<file path="src/rtl/console_pkg.sv">
package console_pkg;
  typedef enum logic [2:0] {
    SEL_NONE,
    SEL_KSTAT,
    SEL_KDATA,
    SEL_DSTAT,
    SEL_DDATA
  } reg_sel_e;
endpackage

</file>
<file path="src/rtl/console_decode.sv">
module console_decode
  import console_pkg::*;
#(
  parameter int unsigned      AW      = 16,
  parameter logic [AW-1:0]    BASE    = 16'hFE00,
  parameter logic [AW-1:0]    KS_OFF  = 16'h0000,
  parameter logic [AW-1:0]    KD_OFF  = 16'h0002,
  parameter logic [AW-1:0]    DS_OFF  = 16'h0004,
  parameter logic [AW-1:0]    DD_OFF  = 16'h0006
) (
  input  logic [AW-1:0] addr,
  output logic          hit,
  output reg_sel_e      sel
);
  localparam logic [AW-1:0] KS_ADDR = BASE + KS_OFF;
  localparam logic [AW-1:0] KD_ADDR = BASE + KD_OFF;
  localparam logic [AW-1:0] DS_ADDR = BASE + DS_OFF;
  localparam logic [AW-1:0] DD_ADDR = BASE + DD_OFF;

  always_comb begin
    hit = (addr >= BASE);
    sel = SEL_NONE;
    if (hit) begin
      if      (addr == KS_ADDR) sel = SEL_KSTAT;
      else if (addr == KD_ADDR) sel = SEL_KDATA;
      else if (addr == DS_ADDR) sel = SEL_DSTAT;
      else if (addr == DD_ADDR) sel = SEL_DDATA;
      else                      sel = SEL_NONE;
    end
  end
endmodule

</file>
<file path="src/rtl/console_kbd_chan.sv">
module console_kbd_chan #(
  parameter int unsigned CW = 8
) (
  input  logic          clk,
  input  logic          srst_n,
  input  logic          stb,
  input  logic [CW-1:0] char_in,
  input  logic          clr,
  output logic          rdy,
  output logic [CW-1:0] chr
);
  logic          rdy_d;
  logic          chr_en;

  // the device-side set is applied last, so it overrides a clear in the same cycle
  always_comb begin
    rdy_d  = rdy;
    chr_en = stb;
    if (clr) rdy_d = 1'b0;
    if (stb) rdy_d = 1'b1;
  end

  always_ff @(posedge clk or negedge srst_n) begin
    if (!srst_n) begin
      rdy <= 1'b0;
      chr <= '0;
    end else begin
      rdy <= rdy_d;
      if (chr_en) chr <= char_in;
    end
  end
endmodule

</file>
<file path="src/rtl/console_dsp_chan.sv">
module console_dsp_chan #(
  parameter int unsigned CW = 8
) (
  input  logic          clk,
  input  logic          srst_n,
  input  logic          wr,
  input  logic [CW-1:0] wchar,
  input  logic          ack,
  output logic          rdy,
  output logic [CW-1:0] chr
);
  logic rdy_d;
  logic chr_en;

  always_comb begin
    rdy_d  = rdy;
    chr_en = wr;
    if (wr)  rdy_d = 1'b0;
    if (ack) rdy_d = 1'b1;
  end

  always_ff @(posedge clk or negedge srst_n) begin
    if (!srst_n) begin
      rdy <= 1'b1;
      chr <= '0;
    end else begin
      rdy <= rdy_d;
      if (chr_en) chr <= wchar;
    end
  end
endmodule

</file>
<file path="src/rtl/console_mmio.sv">
module console_mmio
  import console_pkg::*;
#(
  parameter int unsigned   AW     = 16,
  parameter int unsigned   DW     = 16,
  parameter int unsigned   CW     = 8,
  parameter logic [AW-1:0] BASE   = 16'hFE00,
  parameter logic [AW-1:0] KS_OFF = 16'h0000,
  parameter logic [AW-1:0] KD_OFF = 16'h0002,
  parameter logic [AW-1:0] DS_OFF = 16'h0004,
  parameter logic [AW-1:0] DD_OFF = 16'h0006
) (
  input  logic          clk,
  input  logic          rst_n,
  input  logic [AW-1:0] bus_addr,
  input  logic          bus_rd,
  input  logic          bus_wr,
  input  logic [DW-1:0] bus_wdata,
  output logic [DW-1:0] bus_rdata,
  output logic          bus_sel,
  input  logic          kbd_stb,
  input  logic [CW-1:0] kbd_char,
  output logic [CW-1:0] dsp_char,
  output logic          dsp_valid,
  input  logic          dsp_ack
);
  localparam int unsigned FLAG_BIT = DW - 1;
  localparam int unsigned SYNC_N   = 2;

  logic [SYNC_N-1:0] rst_q;
  logic              srst_n;
  reg_sel_e          sel;
  logic              kbd_clr;
  logic              dsp_wr;
  logic              kbd_rdy;
  logic              dsp_rdy;
  logic [CW-1:0]     kbd_chr;

  // asynchronous assert, synchronous release
  always_ff @(posedge clk or negedge rst_n) begin
    if (!rst_n) rst_q <= '0;
    else        rst_q <= {rst_q[SYNC_N-2:0], 1'b1};
  end
  assign srst_n = rst_q[SYNC_N-1];

  console_decode #(
    .AW(AW), .BASE(BASE), .KS_OFF(KS_OFF), .KD_OFF(KD_OFF),
    .DS_OFF(DS_OFF), .DD_OFF(DD_OFF)
  ) dec_i (
    .addr (bus_addr),
    .hit  (bus_sel),
    .sel  (sel)
  );

  assign kbd_clr = bus_rd && (sel == SEL_KDATA);
  assign dsp_wr  = bus_wr && (sel == SEL_DDATA);

  console_kbd_chan #(.CW(CW)) kbd_i (
    .clk     (clk),
    .srst_n  (srst_n),
    .stb     (kbd_stb),
    .char_in (kbd_char),
    .clr     (kbd_clr),
    .rdy     (kbd_rdy),
    .chr     (kbd_chr)
  );

  console_dsp_chan #(.CW(CW)) dsp_i (
    .clk    (clk),
    .srst_n (srst_n),
    .wr     (dsp_wr),
    .wchar  (bus_wdata[CW-1:0]),
    .ack    (dsp_ack),
    .rdy    (dsp_rdy),
    .chr    (dsp_char)
  );

  assign dsp_valid = !dsp_rdy;

  always_comb begin
    bus_rdata = '0;
    if (bus_rd) begin
      unique case (sel)
        SEL_KSTAT: bus_rdata[FLAG_BIT] = kbd_rdy;
        SEL_KDATA: bus_rdata[CW-1:0]   = kbd_chr;
        SEL_DSTAT: bus_rdata[FLAG_BIT] = dsp_rdy;
        default:   bus_rdata = '0;
      endcase
    end
  end
endmodule

</file>
<file path="config.mk">
export PLATFORM = sky130hd
export DESIGN_NAME = console_mmio
export DESIGN_NICKNAME = d
export VERILOG_FILES = /design/src/rtl/console_pkg.sv /design/src/rtl/console_decode.sv /design/src/rtl/console_kbd_chan.sv /design/src/rtl/console_dsp_chan.sv /design/src/rtl/console_mmio.sv
export SDC_FILE = /design/constraint.sdc
export NUM_CORES = 1
export LEC_CHECK = 0
export BUFFER_PORTS_ARGS = -buffer_cell sky130_fd_sc_hd__buf_2
export CORE_MARGIN = 2
export CORE_UTILIZATION = 43
export CTS_CLUSTER_SIZE = 16
export DETAILED_ROUTE_END_ITERATION = 8
export PLACE_DENSITY = 0.83
export SLEW_MARGIN = 20
export SYNTH_ARGS = -nofsm -noshare
export SYNTH_HDL_FRONTEND = slang
export SYNTH_HIERARCHICAL = 1
export SYNTH_SLANG_ARGS = --single-unit
</file>
<file path="constraint.sdc">
create_clock -name clk -period 4.31 [get_ports clk]
set_input_delay 0.862 -clock clk [delete_from_list [all_inputs] [get_ports clk]]
set_output_delay 0.862 -clock clk [all_outputs]
set_load 0.01 [all_outputs]
</file>
Yosys cells after proc, flatten, opt, wreduce, memory -nomap -nowiden
Index checks and enable logic that the tools add are counted.
W data, S select, Z words.
{ "classes": {"order_cmp": 1, "n_mux": 12, "eq_ne": 8, "n_reduce_logical": 5} }
{ "op_table": {"columns": ["operator", "count"], "rows": [
  ["$eq A16 B16 Y1 const B", 4],
  ["$ge A16 B16 Y1 const B", 1],
  ["$mux W16", 1],
  ["$mux W3", 5],
  ["$mux W8", 1],
  ["$eq A3 B2 Y1 const B", 2],
  ["$mux W1", 4],
  ["$reduce_bool A2 Y1", 2],
  ["$eq A3 B1 Y1 const B", 1],
  ["$eq A3 B3 Y1 const B", 1],
  ["$logic_and A1 B1 Y1", 2],
  ["$pmux W1 S2", 1],
  ["$logic_not A1 Y1", 1]
]} }
{ "word_totals": {"word_cells": 31, "in_bits": 46, "out_inout_bits": 26, "register_bits": 20} }

Depth between registers and ports, before layout
{ "depth": {"ltp_word": 10, "depth_mapped": 7, "ltp_nobuf": 6} }

Cells and area by module
The synthesis kept the hierarchy.
{ "by_module_without_submodules": {"columns": ["module", "seq_area_each_um2", "instances", "area_per_inst_um2", "cells_per_inst"], "rows": [
  ["console_dsp_chan", 226.5, 1, 369.1, 20],
  ["console_kbd_chan", 225.2, 1, 369.1, 20],
  ["console_mmio", 50.0, 1, 220.2, 25],
  ["console_decode", 0.0, 1, 63.8, 11]
]} }

Worst setup path after synthesis
No wires, ideal clock.
{ "synth_path": {"path_type": "input -> output", "startpoint": "input bus_addr[0]", "endpoint": "output bus_rdata[15]", "path_buffers": 0, "t_required_ps": 3448, "path_stages": 5, "slack_ps": 879, "arrival_time_ps": 2569, "path_cell_list": "or4_1 -> or4_4 -> nor2_1 -> mux2i_1 -> nor4bb_1"} }
{ "synth_between": {"elab_cells_between_ends": 14, "cone_classes": "order compare: 1; eq/ne: 6; mux: 7"} }
{ "synth_rtl": {"columns": ["item", "line_no", "text"], "rows": [
  ["from (decl)", "console_mmio.sv:15", "input logic [AW-1:0] bus_addr,"],
  ["branches (longest 4 deep; another with $ge A16 B16 Y1)", null, null],
  ["$mux W3 *", "console_decode.sv:23", "if (hit) begin"],
  ["named net sel[1]", "console_mmio.sv:32", "reg_sel_e sel;"],
  ["$eq A3 B2 Y1 or $eq A3 B1 Y1 (tied branches)", "console_mmio.sv:83", "unique case (sel)"],
  ["$pmux W1 S2 *", "console_mmio.sv:83", null],
  ["$mux W16 *", "console_mmio.sv:82", "if (bus_rd) begin"],
  ["to (decl)", "console_mmio.sv:19", "output logic [DW-1:0] bus_rdata,"]
]} }
Mark *: on every way through the listed nets, which the timed path passes.

Final worst setup path
{ "layout_path": {"startpoint": "input bus_addr[0]", "endpoint": "output bus_rdata[4]"} }
{ "layout_between": {"elab_cells_between_ends": 13, "cone_classes": "order compare: 1; eq/ne: 5; mux: 7"} }
{ "layout_rtl": {"columns": ["item", "line_no"], "rows": [
  ["branches (longest 4 deep; another with $ge A16 B16 Y1)", null],
  ["$mux W3 *", "console_decode.sv:23"],
  ["named net sel[1]", "console_mmio.sv:32"],
  ["$eq A3 B2 Y1 *", "console_mmio.sv:83"],
  ["$mux W8 *", "console_mmio.sv:83"],
  ["$mux W16 *", "console_mmio.sv:82"]
]} }
Marked as above.

==> parameters.txt <==
Parameter                              Value

Finish
  Number of nets in the layout    179
  Relative area change from synthesis to final layout    28.2%
  Utilization of the core after routing    0.587
  Fraction of final layout cells with drive strength greater than 1    0.606
  Sequential cell area in the final layout    502 sq um
  Area used by multi-input combinational logic    445 sq um
  Number of fill cells    197
  Antenna cell count    0

Global route
  Initial antenna violation count    0
  Pin count of the biggest net entering global routing    19
  Total routing resource utilization after global routing    0.153
  Global route overflow    0
  First-pass GRT wire length    3.19 mm
  Number of global-route vias before repair    764

Routing
  Per-cell routed wire length    11.8 um
  Starting DRC count in detailed routing    2
  Drt drc    0
  Drt total wl    1.89 mm
  1st-pass router iterations    2
  Routed vias/inst    4.53
  Antenna Violating Nets Remaining    0
  DR vias    725

Critical path
  Cell with the biggest individual delay on the critical path    sky130_fd_sc_hd__or4_1
  Worst Path Required    3.45 ns
  Maximum fanout along the worst path    9
  Most numerous cell on the critical path    sky130_fd_sc_hd__buf_2
  Endpoint class of the critical path    output port
  Crit-path max cell delay    0.51 ns
  Ordered list of cells on the worst path    buf_2 -> or4_1 -> or4_4 -> nor2_1 -> and4bb_1 -> and2_1 -> buf_2
  Startpoint type of the worst setup path    primary input
  Class of the most critical setup path    primary input to output port
  Worst Path Buf+Inv    2
  Crit path DAT    2.87 ns
  Crit-path leading delay family    simple AND/OR/NAND/NOR gates

Placement
  Port Buffer Count    56
  Half-perimeter wire length after placement    1.53 mm
  Placer's final routability congestion estimate    0.836

Clocking
  Inserted Clock Buffers    3
  CTS Root Buffer Type    sky130_fd_sc_hd__clkbuf_4
  Latest clock arrival within the worst-skew pair    0.29 ns
  Number of clock sinks    20
  Max clock buf depth    2
  Count of buffers added by post-CTS timing repair for setup    0
  Clock tree from TritonCTS    yes
  Hold buffer count at cts    0
  Clock input transition at the sequential cells of the worst setup and hold paths    0.11 ns
  Number of resized instances in the post-cts repair step    0
  Deepest level of the CTS H-tree    1

Synth
  Adder-Cell Fraction of Synth Area    0
  Sequential cell area fraction in the yosys report    0.491
  Mean Syn Cell Area    13.5 sq um
  Post-synthesis instance area    1020 sq um
  Multiplexer area fraction after synthesis    0.245
  Proportion of netlist area held by the largest area contributor    0.465
  Fraction of the mapped netlist area in simple logic gates    0.137
  Synthesized-area fraction occupied by xor and xnor cells    0.00857
  Largest cells by area after synthesis    sky130_fd_sc_hd__dfrtp_1 (47%), sky130_fd_sc_hd__mux2_4 (24%), sky130_fd_sc_hd__buf_4 (5.1%)
  Post-synthesis compound-gate area fraction    0.0159
  Yosys warning count    6
  Largest area contributor in the netlist    sky130_fd_sc_hd__dfrtp_1
  Count of different cell masters after synthesis    22
  Largest family of logic cells by synthesized area    multiplexers
  Post-synthesis sequential element count    20
  Post-Synthesis Cells    76

STA
  Unrepaired setup endpoints after global routing    no
  Sum Neg Setup Slack    0 ns
  Post-route minimum period    3.73 ns
  Period utilization    0.865
  Max Clk Rate    268 MHz
  Final hold viol count    0
  Final Slew Violations    0
  Headroom to the max-slew limit    0.550
  Worst-margin pin slew    0.676 ns
  Final setup viols    0
  Worst Clk Skew    0.00532 ns

Flow run
  MaxCap Viol Count    0

Power and ir drop
  Sequential group share of total power    0.591
  Part of the power in the clock network    0.301
  Switching Fraction    0.210
  Net Switching    72.0 uW
  Internal power summed over all cells    272 uW
  Maximum resistive drop on vdd    0.152 mV
  Standby leakage power    0.732 nW
  Total chip power    344 uW
  Combinational Power Share    0.108
  Power per cell area    262 nW/um^2

Floorplanning
  Die span in y    52.8 um
  I/O Pins    72
  Horiz. Die Dim    52.8 um
  Area of the placeable core    2230 sq um
  Initial standard-cell utilization of the core    0.458
  Area enclosed by the die boundary    2780 sq um
  Standard-cell rows    17

Outcome
  Run status    finished clean

Min path
  Worst hold path class    register to async pin
stage by stage:
step | cell area (sq um) | worst slack [ns] | cells | hold WS [ns]
detailed placement | 1270 | 0.559 | 156 | 0.310
global route | 1310 | 0.457 | 160 | 0.319
finish | 1310 | 0.580 | 160 | 0.285
global placement | 1270 | 0.620 | 156 | 0.288
CTS | 1310 | 0.556 | 160 | 0.319
floorplan | 1040 | 0.879 | 82 | 0.226
power groups by stage:
| stage | combinational (mW) | sequential [mW] | clock, mW |
|---|---|---|---|
| final | 0.0371 | 0.203 | 0.104 |
| after global placement | 0.0356 | 0.206 | 0 |
| after CTS | 0.0373 | 0.203 | 0.108 |
| after floorplan | 0.0248 | 0.205 | 0 |
| after detailed placement | 0.0375 | 0.206 | 0 |
| after global routing | 0.0410 | 0.205 | 0.116 |
cells in the mapped netlist (all sizes together):
| cell | instances |
|---|---|
| or4 | 2 |
| nand2 | 1 |
| dfstp | 1 |
| conb | 2 |
| and4bb | 2 |
| or3 | 1 |
| a21o | 2 |
| inv | 3 |
| nand4 | 1 |
| dfrtp | 19 |
| mux2i | 1 |
| and2 | 8 |
| xnor2 | 1 |
| nor2 | 4 |
| buf | 10 |
| mux2 | 16 |
| nand3 | 1 |
| nor4bb | 1 |
kinds of logic after synthesis:
kind of cell / count (synthesis)
flip-flops: 20
AO/OA/AOI/OAI: 2
multiplexers: 17
AND/OR/NAND/NOR: 21
other: 2
XOR/XNOR: 1
buffers and inverters: 13
sequential cells by signal, summed over array words and instances, names as in the netlist:
| signal | flops |
|---|---|
| rst_q | 2 |
| dsp_i/rdy | 1 |
| kbd_i/chr | 8 |
| kbd_i/rdy | 1 |
| dsp_i/chr | 8 |
layer usage:
metal / GRT usage / wire length, um
met1: 0.176 / 766
met5: 0 / 0
met2: 0.296 / 994
met3: 0.0257 / 132
met4: 0.0256 / 0
path summary, 6_finish.rpt:
kind / start / endpoint / slack, ns / cells after the start
setup / recovery: bus_addr[0] / bus_rdata[4] / 0.58 / 7
hold / removal: rst_q[1] / kbd_i/chr[4] / 0.28 / 0
setup reg to reg: kbd_i/chr[1] / kbd_i/chr[1] / 3.53 / 1
hold reg to reg: rst_q[1] / kbd_i/chr[4] / 0.28 / 0
max in group asynchronous: rst_q[1] / dsp_i/chr[3] / 3.59 / 0
min in group clk: rst_q[0] / rst_q[1] / 0.36 / 0
cell usage in the layout (no fill, tap or decap), drive strengths merged:
cell	synthesis	final
buf	10	56
dfrtp	19	19
mux2	16	16
and2	8	8
conb	2	8
nor2	4	4
clkbuf	0	4
inv	3	3
and4bb	2	2
or4	2	2
a21o	2	2
mux2i	1	1
nor4bb	1	1
nand3	1	1
nand4	1	1
or3	1	1
xnor2	1	1
nand2	1	1
dfstp	1	1
layout make-up:
type / instances / area share
inverter: 3 / 0.00860
tap: 28 / 0.0267
timing repair buffer: 56 / 0.214
clock buffer: 4 / 0.0277
sequential: 20 / 0.383
multi-input combinational: 49 / 0.340
(Power assumes the default switching activity.)
